<file path="src/rtl/exflag_pkg.sv">
`timescale 1ns/1ps
package exflag_pkg;
  localparam int OP_W   = 3;
  localparam int FLAG_W = 3;

  typedef enum logic [OP_W-1:0] {
    OP_ADD   = 3'd0,
    OP_SUBF  = 3'd1,
    OP_ADDC  = 3'd2,
    OP_SUBFC = 3'd3,
    OP_ADDE  = 3'd4
  } op_e;

  typedef struct packed {
    logic so;
    logic ov;
    logic ca;
  } flags_t;

  function automatic logic op_known(input logic [OP_W-1:0] code);
    return code <= OP_ADDE;
  endfunction

  function automatic logic op_is_sub(input logic [OP_W-1:0] code);
    return (code == OP_SUBF) || (code == OP_SUBFC);
  endfunction

  function automatic logic op_writes_ca(input logic [OP_W-1:0] code);
    return (code == OP_ADDC) || (code == OP_SUBFC) || (code == OP_ADDE);
  endfunction
endpackage

</file>
<file path="src/rtl/exflag_opsel.sv">
`timescale 1ns/1ps
module exflag_opsel
  import exflag_pkg::*;
#(
  parameter int WIDTH = 32,
  parameter int IMM_W = 16
) (
  input  logic [OP_W-1:0]  op,
  input  logic             use_imm,
  input  logic [WIDTH-1:0] opa,
  input  logic [WIDTH-1:0] opb,
  input  logic [IMM_W-1:0] imm,
  input  logic             ca_q,
  output logic [WIDTH-1:0] x,
  output logic [WIDTH-1:0] y,
  output logic             cin
);
  localparam int EXT_W = WIDTH - IMM_W;

  logic [WIDTH-1:0] b_eff;

  // The second operand is the register or the sign-extended immediate.
  assign b_eff = use_imm ? {{EXT_W{imm[IMM_W-1]}}, imm} : opb;

  // Reverse subtract is computed as b + ~a + 1 on the shared adder.
  always_comb begin
    x   = opa;
    y   = b_eff;
    cin = 1'b0;
    if (op_is_sub(op)) begin
      x   = b_eff;
      y   = ~opa;
      cin = 1'b1;
    end else if (op == OP_ADDE) begin
      cin = ca_q;
    end
  end
endmodule

</file>
<file path="src/rtl/exflag_sum.sv">
`timescale 1ns/1ps
module exflag_sum #(
  parameter int WIDTH  = 32,
  parameter bit RIPPLE = 1'b0
) (
  input  logic [WIDTH-1:0] x,
  input  logic [WIDTH-1:0] y,
  input  logic             cin,
  output logic [WIDTH-1:0] s,
  output logic             cout,
  output logic             ovf
);
  localparam int MSB = WIDTH - 1;

  generate
    if (RIPPLE) begin : g_ripple
      logic [WIDTH:0] c;
      assign c[0] = cin;
      for (genvar i = 0; i < WIDTH; i++) begin : g_bit
        assign s[i]   = x[i] ^ y[i] ^ c[i];
        assign c[i+1] = (x[i] & y[i]) | (c[i] & (x[i] ^ y[i]));
      end
      assign cout = c[WIDTH];
      // Signed overflow: the carries into and out of the sign bit disagree.
      assign ovf  = c[WIDTH] ^ c[MSB];
    end else begin : g_flat
      logic [WIDTH:0] wide;
      assign wide = {1'b0, x} + {1'b0, y} + {{WIDTH{1'b0}}, cin};
      assign s    = wide[MSB:0];
      assign cout = wide[WIDTH];
      // Signed overflow: the addends share a sign that the sum does not have.
      assign ovf  = (x[MSB] == y[MSB]) && (wide[MSB] != x[MSB]);
    end
  endgenerate
endmodule

</file>
<file path="src/rtl/exflag_flags.sv">
`timescale 1ns/1ps
module exflag_flags
  import exflag_pkg::*;
(
  input  logic   clk,
  input  logic   rst,
  input  logic   upd,
  input  logic   wr_ca,
  input  logic   ovf_en,
  input  logic   so_clear,
  input  logic   cout,
  input  logic   ovf,
  output flags_t flags_q
);
  flags_t nxt;

  always_comb begin
    nxt = flags_q;
    if (upd && wr_ca) nxt.ca = cout;
    if (upd && ovf_en) begin
      nxt.ov = ovf;
      if (ovf) nxt.so = 1'b1;
    end
    // The clear overrides any overflow update made in the same cycle.
    if (so_clear) begin
      nxt.ov = 1'b0;
      nxt.so = 1'b0;
    end
  end

  always_ff @(posedge clk) begin
    if (rst) flags_q <= '0;
    else     flags_q <= nxt;
  end
endmodule

</file>
<file path="src/rtl/exflag_adder.sv">
`timescale 1ns/1ps
module exflag_adder
  import exflag_pkg::*;
#(
  parameter int WIDTH  = 32,
  parameter int IMM_W  = 16,
  parameter bit RIPPLE = 1'b0
) (
  input  logic              clk,
  input  logic              rst,
  input  logic              issue,
  input  logic [2:0]        op,
  input  logic              use_imm,
  input  logic              ovf_en,
  input  logic              so_clear,
  input  logic [WIDTH-1:0]  opa,
  input  logic [WIDTH-1:0]  opb,
  input  logic [IMM_W-1:0]  imm,
  output logic [WIDTH-1:0]  result,
  output logic [FLAG_W-1:0] flags
);
  logic [WIDTH-1:0] x, y, s;
  logic             cin, cout, ovf, upd;
  logic [WIDTH-1:0] result_q;
  flags_t           flags_q;

  assign upd = issue && op_known(op);

  exflag_opsel #(.WIDTH(WIDTH), .IMM_W(IMM_W)) u_opsel (
    .op(op), .use_imm(use_imm), .opa(opa), .opb(opb), .imm(imm),
    .ca_q(flags_q.ca), .x(x), .y(y), .cin(cin)
  );

  exflag_sum #(.WIDTH(WIDTH), .RIPPLE(RIPPLE)) u_sum (
    .x(x), .y(y), .cin(cin), .s(s), .cout(cout), .ovf(ovf)
  );

  exflag_flags u_flags (
    .clk(clk), .rst(rst), .upd(upd), .wr_ca(op_writes_ca(op)),
    .ovf_en(ovf_en), .so_clear(so_clear), .cout(cout), .ovf(ovf),
    .flags_q(flags_q)
  );

  always_ff @(posedge clk) begin
    if (rst)      result_q <= '0;
    else if (upd) result_q <= s;
  end

  assign result = result_q;
  assign flags  = flags_q;
endmodule

</file>
<file path="config.mk">
export PLATFORM = sky130hd
export DESIGN_NAME = exflag_adder
export DESIGN_NICKNAME = d
export VERILOG_FILES = /design/src/rtl/exflag_pkg.sv /design/src/rtl/exflag_opsel.sv /design/src/rtl/exflag_sum.sv /design/src/rtl/exflag_flags.sv /design/src/rtl/exflag_adder.sv
export SDC_FILE = /design/constraint.sdc
export NUM_CORES = 1
export LEC_CHECK = 0
export BUFFER_PORTS_ARGS = -buffer_cell sky130_fd_sc_hd__buf_2
export CORE_MARGIN = 2
export CORE_UTILIZATION = 50
export DETAILED_ROUTE_END_ITERATION = 12
export PLACE_DENSITY_LB_ADDON = 0.3
export SLEW_MARGIN = 20
export SYNTH_ARGS = -nofsm -noshare
export SYNTH_HDL_FRONTEND = slang
export SYNTH_SLANG_ARGS = --single-unit
</file>
<file path="constraint.sdc">
create_clock -name clk -period 5.6 [get_ports clk]
set_clock_uncertainty 0.2 [all_clocks]
set_input_delay 0.84 -clock clk [delete_from_list [all_inputs] [get_ports clk]]
set_output_delay 0.84 -clock clk [all_outputs]
set_load 0.05 [all_outputs]
</file>
# After elaboration in Yosys (flattened, before gate mapping)
# Index checks and enable logic that the tools add are counted.
op_classes:
  addsub: 2
  multipliers: 0
  div_mod_pow: 0
  order_cmp: 1
  eq_ne: 6
  n_shift: 0
  mux: 5
  bitwise: 1
  reduce_logical: 9
ops:
  columns: ["op", "n"]
  rows:
  - ["2-to-1 mux 32 bit", 3]
  - ["adder 32 x 32 -> 33 bit", 1]
  - ["adder 33 x 1 -> 33 bit", 1]
  - ["inverter 32 bit", 1]
  - ["equality test 3 x 2 -> 1 bit (second input constant)", 2]
  - ["logical AND 1 bit", 4]
  - ["equality test 3 x 1 -> 1 bit (second input constant)", 1]
  - ["equality test 3 bit (second input constant)", 1]
  - ["<= comparator 3 bit (second input constant)", 1]
  - ["logical OR 1 bit", 3]
  - ["2-to-1 mux 1 bit", 2]
  - ["AND reduction 2 bit", 1]
  - ["OR reduction 2 bit", 1]
  - ["equality test 1 bit", 1]
  - ["inequality test 1 bit", 1]
totals:
  ff_bits: 35
  latchBits: 0
  ram_bits: 0
  rom_bits: 0
  input_bits: 89
  out_inout_bits: 35
  wordCells: 28
  mem_count: 0

# Logic depth before layout (Yosys ltp)
# Gate-level depths: netlist of the first run.
depth:
  depth_word: 8
  depth_mapped: 16
  ltp_nobuf: 13

# Modules after synthesis
# A second synthesis of the first run with hierarchy kept.
hier_totals:
  hier_cells: 567
  hier_area_um2: 4903.5
modules_own_cells:
  columns: ["module", "n_inst", "cells_each", "area_per_inst_um2", "seq_area_each_um2"]
  rows:
  - ["exflag_sum", 1, 263, 1830.5, 0.0]
  - ["exflag_adder", 1, 150, 1552.7, 640.6]
  - ["exflag_opsel", 1, 143, 1401.3, 0.0]
  - ["exflag_flags", 1, 11, 118.9, 60.1]

# Worst setup path before layout of the first run
# No wires, ideal clock.
synth_timing:
  path_kind: "input-to-reg"
  start: "in op[0]"
  end: "reg result_q[24], in the netlist result[24]"
  setup_time_ps: 122
  arrival_ps: 4146
  required_ps: 5278
  slack_ps: 1132
  path_stages: 14
  n_path_buf: 2
  cell_sequence: "nor2b_1 clkbuf_1 clkbuf_1 o21ai_0 fa_1 fa_1 and2b_1 o21bai_4 a211oi_4 a2111oi_4 o41ai_4 o2111ai_2 and4_1 a221o_1"
synth_between:
  elab_chain_len: 5
synth_rtl:
  columns: ["element", "line_no", "source"]
  rows:
  - ["start, declared", "exflag_adder.sv:12", "input logic [2:0] op,"]
  - ["equality test 3 x 1 -> 1 bit or equality test 3 x 2 -> 1 bit (tied branches)", "exflag_pkg.sv:25", "return (code == OP_SUBF) || (code == OP_SUBFC);"]
  - ["logical OR 1 bit", "exflag_pkg.sv:25", null]
  - ["2-to-1 mux 32 bit", "exflag_opsel.sv:30", "if (op_is_sub(op)) begin"]
  - ["adder 32 x 32 -> 33 bit", "exflag_sum.sv:28", "assign wide = {1'b0, x} + {1'b0, y} + {{WIDTH{1'b0}}, cin};"]
  - ["adder 33 x 1 -> 33 bit", "exflag_sum.sv:28", null]
  - ["end signal, assigned", "exflag_adder.sv:46", "else if (upd) result_q <= s;"]
  - ["end, declared", "exflag_adder.sv:24", "logic [WIDTH-1:0] result_q;"]
# Several ways; a longest one is shown, not always the timed one.
# A chain may end at the register's enable or synchronous reset.

# Final worst setup path of the first run
layout_timing:
  start: "in use_imm"
  end: "reg result_q[31], in the netlist result[31]"
layout_between:
  elab_chain_len: 4
layout_rtl:
  columns: ["element", "line_no", "source"]
  rows:
  - ["start, declared", "exflag_adder.sv:13", "input logic use_imm,"]
  - ["2-to-1 mux 32 bit *", "exflag_opsel.sv:23", "assign b_eff = use_imm ? {{EXT_W{imm[IMM_W-1]}}, imm} : opb;"]
  - ["2-to-1 mux 32 bit", "exflag_opsel.sv:30", null]
  - ["adder 32 x 32 -> 33 bit *", "exflag_sum.sv:28", null]
  - ["adder 33 x 1 -> 33 bit *", "exflag_sum.sv:28", null]
# Mark *: on every way between the ends. The rest lies on a longest branch, timed or not.

==> impl_metrics.env, run 1 <==
export IMPL_max_clock_path_buffers=2
export IMPL_clock_latency_ns=0.29
export IMPL_fin_util=0.613
export IMPL_fin_ws_ns=1.10
export IMPL_ys_types=60
export IMPL_die_height_um=93.8
export IMPL_grt_pass1_vias=3828
export IMPL_n_fill_cell=750
export IMPL_leakagePower_nw=2.33
export IMPL_synth_edf_count=0
export IMPL_cts_made_buffers=5
export IMPL_syn_area_per_cell_um2=7.17
export IMPL_pre_cts_ws_ns=0.862
export IMPL_dr_total_vias=4516
export IMPL_finalNonFillerCells=764
export IMPL_place_congestion=0.943
export IMPL_async_reset_ff_frac=0
export IMPL_area_delta_synth_final_pct=18.2
export IMPL_slew_viol_final=0
export IMPL_ir_drop_v=0.0000886
export IMPL_post_cts_resized=0
export IMPL_cts_max_level=2
export IMPL_cts_root_buf="clkbuf_8"
export IMPL_num_rows=32
export IMPL_drcViolationCount=0
export IMPL_clk_pin_slew_worst_paths_ns=0.07
export IMPL_synthCells=562
export IMPL_fin_crit_sh=0.803
export IMPL_finalSetupViolations=0
export IMPL_antenna_found_initial=0
export IMPL_p_per_area_nw_per_um2=243
export IMPL_path_class="input pin to register"
export IMPL_detail_route_wl_per_cell_um=15.2
export IMPL_tightestPinTransition_ns=0.844
export IMPL_tns_ns=0
export IMPL_syn_area_um2=4030
export IMPL_hold_buffers=0
export IMPL_io_pins=124
export IMPL_period_minus_slack_ns=4.50
export IMPL_critPathMaxFanout=17
export IMPL_numPortBuffers=123
export IMPL_grt_pass1_wl_um=18600
export IMPL_maxCapViolations=0
export IMPL_routed_via_density=5.91
export IMPL_drtIter0Drc=345
export IMPL_drive_above_1_share=0.221
export IMPL_mostFrequentLayoutCells="123 x buf_2, 86 x nand2_1, 49 x a21oi_1"
export IMPL_synth_main_ff_cell="dfxtp_1"
export IMPL_routed_wl_um=11600
export IMPL_status="complete, no violations"
export IMPL_antenna_cells=0
export IMPL_grt_max_degree=50
export IMPL_final_net_count=784
export IMPL_coreArea_um2=7770
export IMPL_hp_class="register to register"
export IMPL_dieArea_um2=8790
export IMPL_initial_core_util=0.519
export IMPL_grt_overflow=0
export IMPL_dp_cells=757
export IMPL_yosys_top_cells_area="dfxtp_1 17%, ha_1 9.6%, mux2i_1 8.4%"
export IMPL_synthesis_nets=684
export IMPL_synth_seq_area_share=0.174
export IMPL_post_cts_buffers=0
export IMPL_crit_arrival_ns=4.47
export IMPL_fmax_ghz=0.222
export IMPL_yosysWarnings=0
export IMPL_synth_top_area_frac=0.174
export IMPL_timing_slew_headroom=0.437
export IMPL_grt_use_total=0.260
export IMPL_cts_tree="done"
export IMPL_synth_top_area_cell="dfxtp_1"
export IMPL_grt_setup_unrepaired="no"
export IMPL_cts_sinks=35
export IMPL_antenna_left=0
export IMPL_drt_first_pass_iters=5
export IMPL_layout_commonest_cell="buf_2"
export IMPL_fp_dieW_um=93.8
export IMPL_cp_required_ns=5.57
export IMPL_synth_seq_cells=35
export IMPL_hpwl_um=9260
export IMPL_hold_violations=0
export IMPL_crit_path_end_kind="register"
export IMPL_critPathLaunchType="input pin"
-- logic make-up (layout without fill, tap and decap cells) --
| group | count (synthesis) | in the layout | share of synthesized area |
|---|---|---|---|
| and+or+nand+nor | 207 | 207 | 0.235 |
| AOI/OAI and AO/OA | 190 | 190 | 0.319 |
| buffers and inverters | 47 | 147 | 0.0454 |
| muxes | 36 | 36 | 0.0901 |
| DFF | 35 | 35 | 0.174 |
| adders and majority gates | 33 | 33 | 0.106 |
| xor gates and xnor gates | 14 | 14 | 0.0304 |
-- Yosys cell counts (2+ instances only) --
master,number
o21ai_0,37
and3_1,6
nor4b_1,2
nor3_1,11
a31oi_1,22
nor2_1,38
and2_1,4
a211o_1,2
a21boi_0,18
a211oi_1,3
nand3b_1,3
clkbuf_1,29
o31ai_1,3
o31a_1,2
ha_1,31
nand2_1,87
o21a_1,5
mux2i_1,34
dfxtp_1,35
buf_1,2
nor2b_1,5
a21oi_1,49
nand3_1,34
or3_1,4
mux2_2,2
o211ai_1,5
nand4_1,5
o311ai_0,2
buf_2,2
inv_1,12
fa_1,2
nand2b_1,3
xor2_1,4
xnor2_1,10
o21ai_1,3
a221o_1,2
o21bai_1,8
o2111ai_1,2
a21o_1,13
-- flip-flops by register name, summed over array words and instances, names as in the netlist --
register and cells:
result 32, u_flags.flags_q 3
-- cell type report --
type                       count  area (um2)  share of cell area
multi-input combinational    480        3150               0.662
sequential                    35         701               0.147
timing repair buffer         127         646               0.136
tap                          102         128              0.0268
clock buffer                   6        82.6              0.0173
inverter                      13        48.8              0.0102
clock inverter                 1        5.00             0.00105
-- stage by stage --
step / instance area [um2] / hold slack [ns] / total power [mW]
2_1_floorplan: 4030 / 0.333 / 0.799
3_3_place_gp: 4670 / 0.233 / 0.953
3_5_place_dp: 4670 / 0.243 / 0.962
4_1_cts: 4760 / 0.255 / 1.15
5_1_grt: 4760 / 0.276 / 1.23
6_report: 4760 / 0.250 / 1.16
-- power breakdown --
group / total [mW] / switching (mW) / internal (mW)
registers: 0.294 / 0.0153 / 0.279
clock network: 0.189 / 0.0921 / 0.0965
logic: 0.676 / 0.438 / 0.238
-- critical path: stages --
cell,delay (ns)
buf_2,0.37
clkinv_1,0.52
nand2_1,0.24
nand3_1,0.09
a21boi_0,0.14
ha_1,0.45
nand2_1,0.18
o21ai_0,0.30
a31oi_1,0.12
o21ai_0,0.37
a221oi_1,0.16
o31ai_2,0.16
a31oi_1,0.14
or3_1,0.38
-- routing by layer --
metal	global-route usage	wire (um)	vias up
met5	0	0	-
met4	0.0399	74	0
met3	0.0169	822	6
met2	0.402	4910	195
met1	0.400	5800	2054
li1	-	-	2261
-- path summary, 6_finish.rpt --
check	start	endpoint	slack, ns	cells past startpoint
hold / removal	result[15]$_SDFFE_PP0P_	result[15]$_SDFFE_PP0P_	0.25	2
setup / recovery	use_imm	result[31]$_SDFFE_PP0P_	1.10	14
setup reg to reg	u_flags.flags_q[0]$_SDFFE_PP0P_	result[24]$_SDFFE_PP0P_	1.98	11
hold reg to reg	result[15]$_SDFFE_PP0P_	result[15]$_SDFFE_PP0P_	0.25	2
(Power assumes the default switching activity.)
==> run 2, diff against run 1 <==
clock period = 4.65 ns   (was 5.6 ns; I/O delays follow)
==> impl_metrics.env, run 2 (synthesized netlist as in run 1, its figures left out) <==
export IMPL_cts_tree="done"
export IMPL_mostFrequentLayoutCells="123 x buf_2, 87 x nand2_1, 49 x a21oi_1"
export IMPL_grt_pass1_wl_um=18600
export IMPL_critPathSlowestCell="fa_1"
export IMPL_io_pins=124
export IMPL_dr_total_vias=4444
export IMPL_grt_use_total=0.259
export IMPL_cts_made_buffers=5
export IMPL_num_rows=32
export IMPL_drcViolationCount=0
export IMPL_crit_top_cell="fa_1"
export IMPL_clk_pin_slew_worst_paths_ns=0.06
export IMPL_detail_route_wl_per_cell_um=14.5
export IMPL_hold_buffers=0
export IMPL_fmax_ghz=0.242
export IMPL_tightestPinTransition_ns=0.624
export IMPL_grt_pass1_vias=4006
export IMPL_path_class="input pin to register"
export IMPL_fin_crit_sh=0.890
export IMPL_drive_above_1_share=0.226
export IMPL_antenna_found_initial=0
export IMPL_status="complete, no violations"
export IMPL_fin_total_pwr_mw=1.41
export IMPL_cp_required_ns=4.63
export IMPL_grt_setup_unrepaired="no"
export IMPL_antenna_left=0
export IMPL_coreArea_um2=7770
export IMPL_hpwl_um=9210
export IMPL_dieArea_um2=8790
export IMPL_slowest_delay_ns=0.49
export IMPL_ir_drop_v=0.000116
export IMPL_clock_latency_ns=0.29
export IMPL_final_net_count=790
export IMPL_numPortBuffers=123
export IMPL_crit_chain="buf_2 -> nor2b_2 -> o21ai_0 -> fa_1 -> fa_1 -> and2b_1 -> o21bai_4 -> a211oi_4 -> a2111oi_4 -> o41ai_4 -> o2111ai_2 -> and4_1 -> a221o_1"
export IMPL_hold_violations=0
export IMPL_die_height_um=93.8
export IMPL_period_minus_slack_ns=4.14
export IMPL_post_cts_resized=0
export IMPL_area_delta_synth_final_pct=19.6
export IMPL_leakagePower_nw=2.37
export IMPL_grt_max_degree=40
export IMPL_timing_slew_headroom=0.579
export IMPL_post_cts_buffers=0
export IMPL_drtIter0Drc=306
export IMPL_grt_overflow=0
export IMPL_finalSetupViolations=0
export IMPL_largest_register_ffs=32
export IMPL_routed_via_density=5.76
export IMPL_place_congestion=0.942
export IMPL_tns_ns=0
export IMPL_hp_class="register to register"
export IMPL_initial_core_util=0.519
export IMPL_antenna_cells=0
export IMPL_drt_first_pass_iters=5
export IMPL_critPathMaxFanout=6
export IMPL_critPathLaunchType="input pin"
export IMPL_maxCapViolations=0
export IMPL_fp_dieW_um=93.8
export IMPL_cts_root_buf="clkbuf_8"
export IMPL_crit_arrival_ns=4.12
export IMPL_max_clock_path_buffers=2
export IMPL_p_per_area_nw_per_um2=294
export IMPL_layout_commonest_cell="buf_2"
export IMPL_routed_wl_um=11200
export IMPL_cts_max_level=2
export IMPL_cts_sinks=35
export IMPL_n_fill_cell=691
export IMPL_crit_path_end_kind="register"
export IMPL_slew_viol_final=0
## run 2: cell count changes in the layout (fill, tap and decap cells not counted), sizes merged
cell | previous run | this run
buf | 127 | 133
clkbuf | 6 | 8
clkinv | 2 | 1
## run 2: layout make-up
class                   count  area (um2)  area share
inverters                  13        48.8      0.0101
multi-input cells         480        3150       0.654
clock buffers               8         100      0.0208
repair buffers            133         691       0.143
flip-flops and latches     35         701       0.145
well taps                 102         128      0.0265
## run 2: metal layers
metal | global-route usage | vias up | share of wire
li1 | - | 2275 | -
met1 | 0.393 | 2008 | 0.51
met2 | 0.397 | 153 | 0.42
met3 | 0.0161 | 8 | 0.062
met4 | 0.0604 | 0 | 0.0097
met5 | 0 | - | 0
## run 2: path summary, 6_finish.rpt
kind,startpoint,to,slack [ns],depth (start not counted)
min reg2reg,result[10]$_SDFFE_PP0P_,result[10]$_SDFFE_PP0P_,0.25,2
min,result[10]$_SDFFE_PP0P_,result[10]$_SDFFE_PP0P_,0.25,2
max reg2reg,u_flags.flags_q[0]$_SDFFE_PP0P_,result[24]$_SDFFE_PP0P_,1.02,11
max,op[0],result[24]$_SDFFE_PP0P_,0.51,13
## run 2: report_power, final
group | internal (mW) | switching [mW]
logic | 0.292 | 0.527
registers | 0.336 | 0.0183
clock network | 0.135 | 0.106
total | 0.763 | 0.651
## run 2: stage by stage
| stage | setup WS [ns] | util | cells | hold WS (ns) | area (um2) |
|---|---|---|---|---|---|
| 2_1_floorplan | 0.324 | - | 562 | 0.333 | 4030 |
| 3_3_place_gp | 0.331 | 0.607 | 763 | 0.235 | 4720 |
| 3_5_place_dp | 0.206 | 0.607 | 763 | 0.239 | 4720 |
| 4_1_cts | 0.511 | 0.620 | 771 | 0.249 | 4820 |
| 5_1_grt | 0.233 | 0.620 | 771 | 0.273 | 4820 |
| 6_report | 0.512 | 0.620 | 771 | 0.248 | 4820 |
## run 2: worst max-delay path, delay by kind of cell
| kind | cells | cell delay (ns) |
|---|---|---|
| AO/OA/AOI/OAI | 7 | 1.59 |
| adder cells (fa/ha/maj) | 2 | 0.88 |
| buffers and inverters | 1 | 0.11 |
| AND/OR/NAND/NOR | 3 | 0.83 |
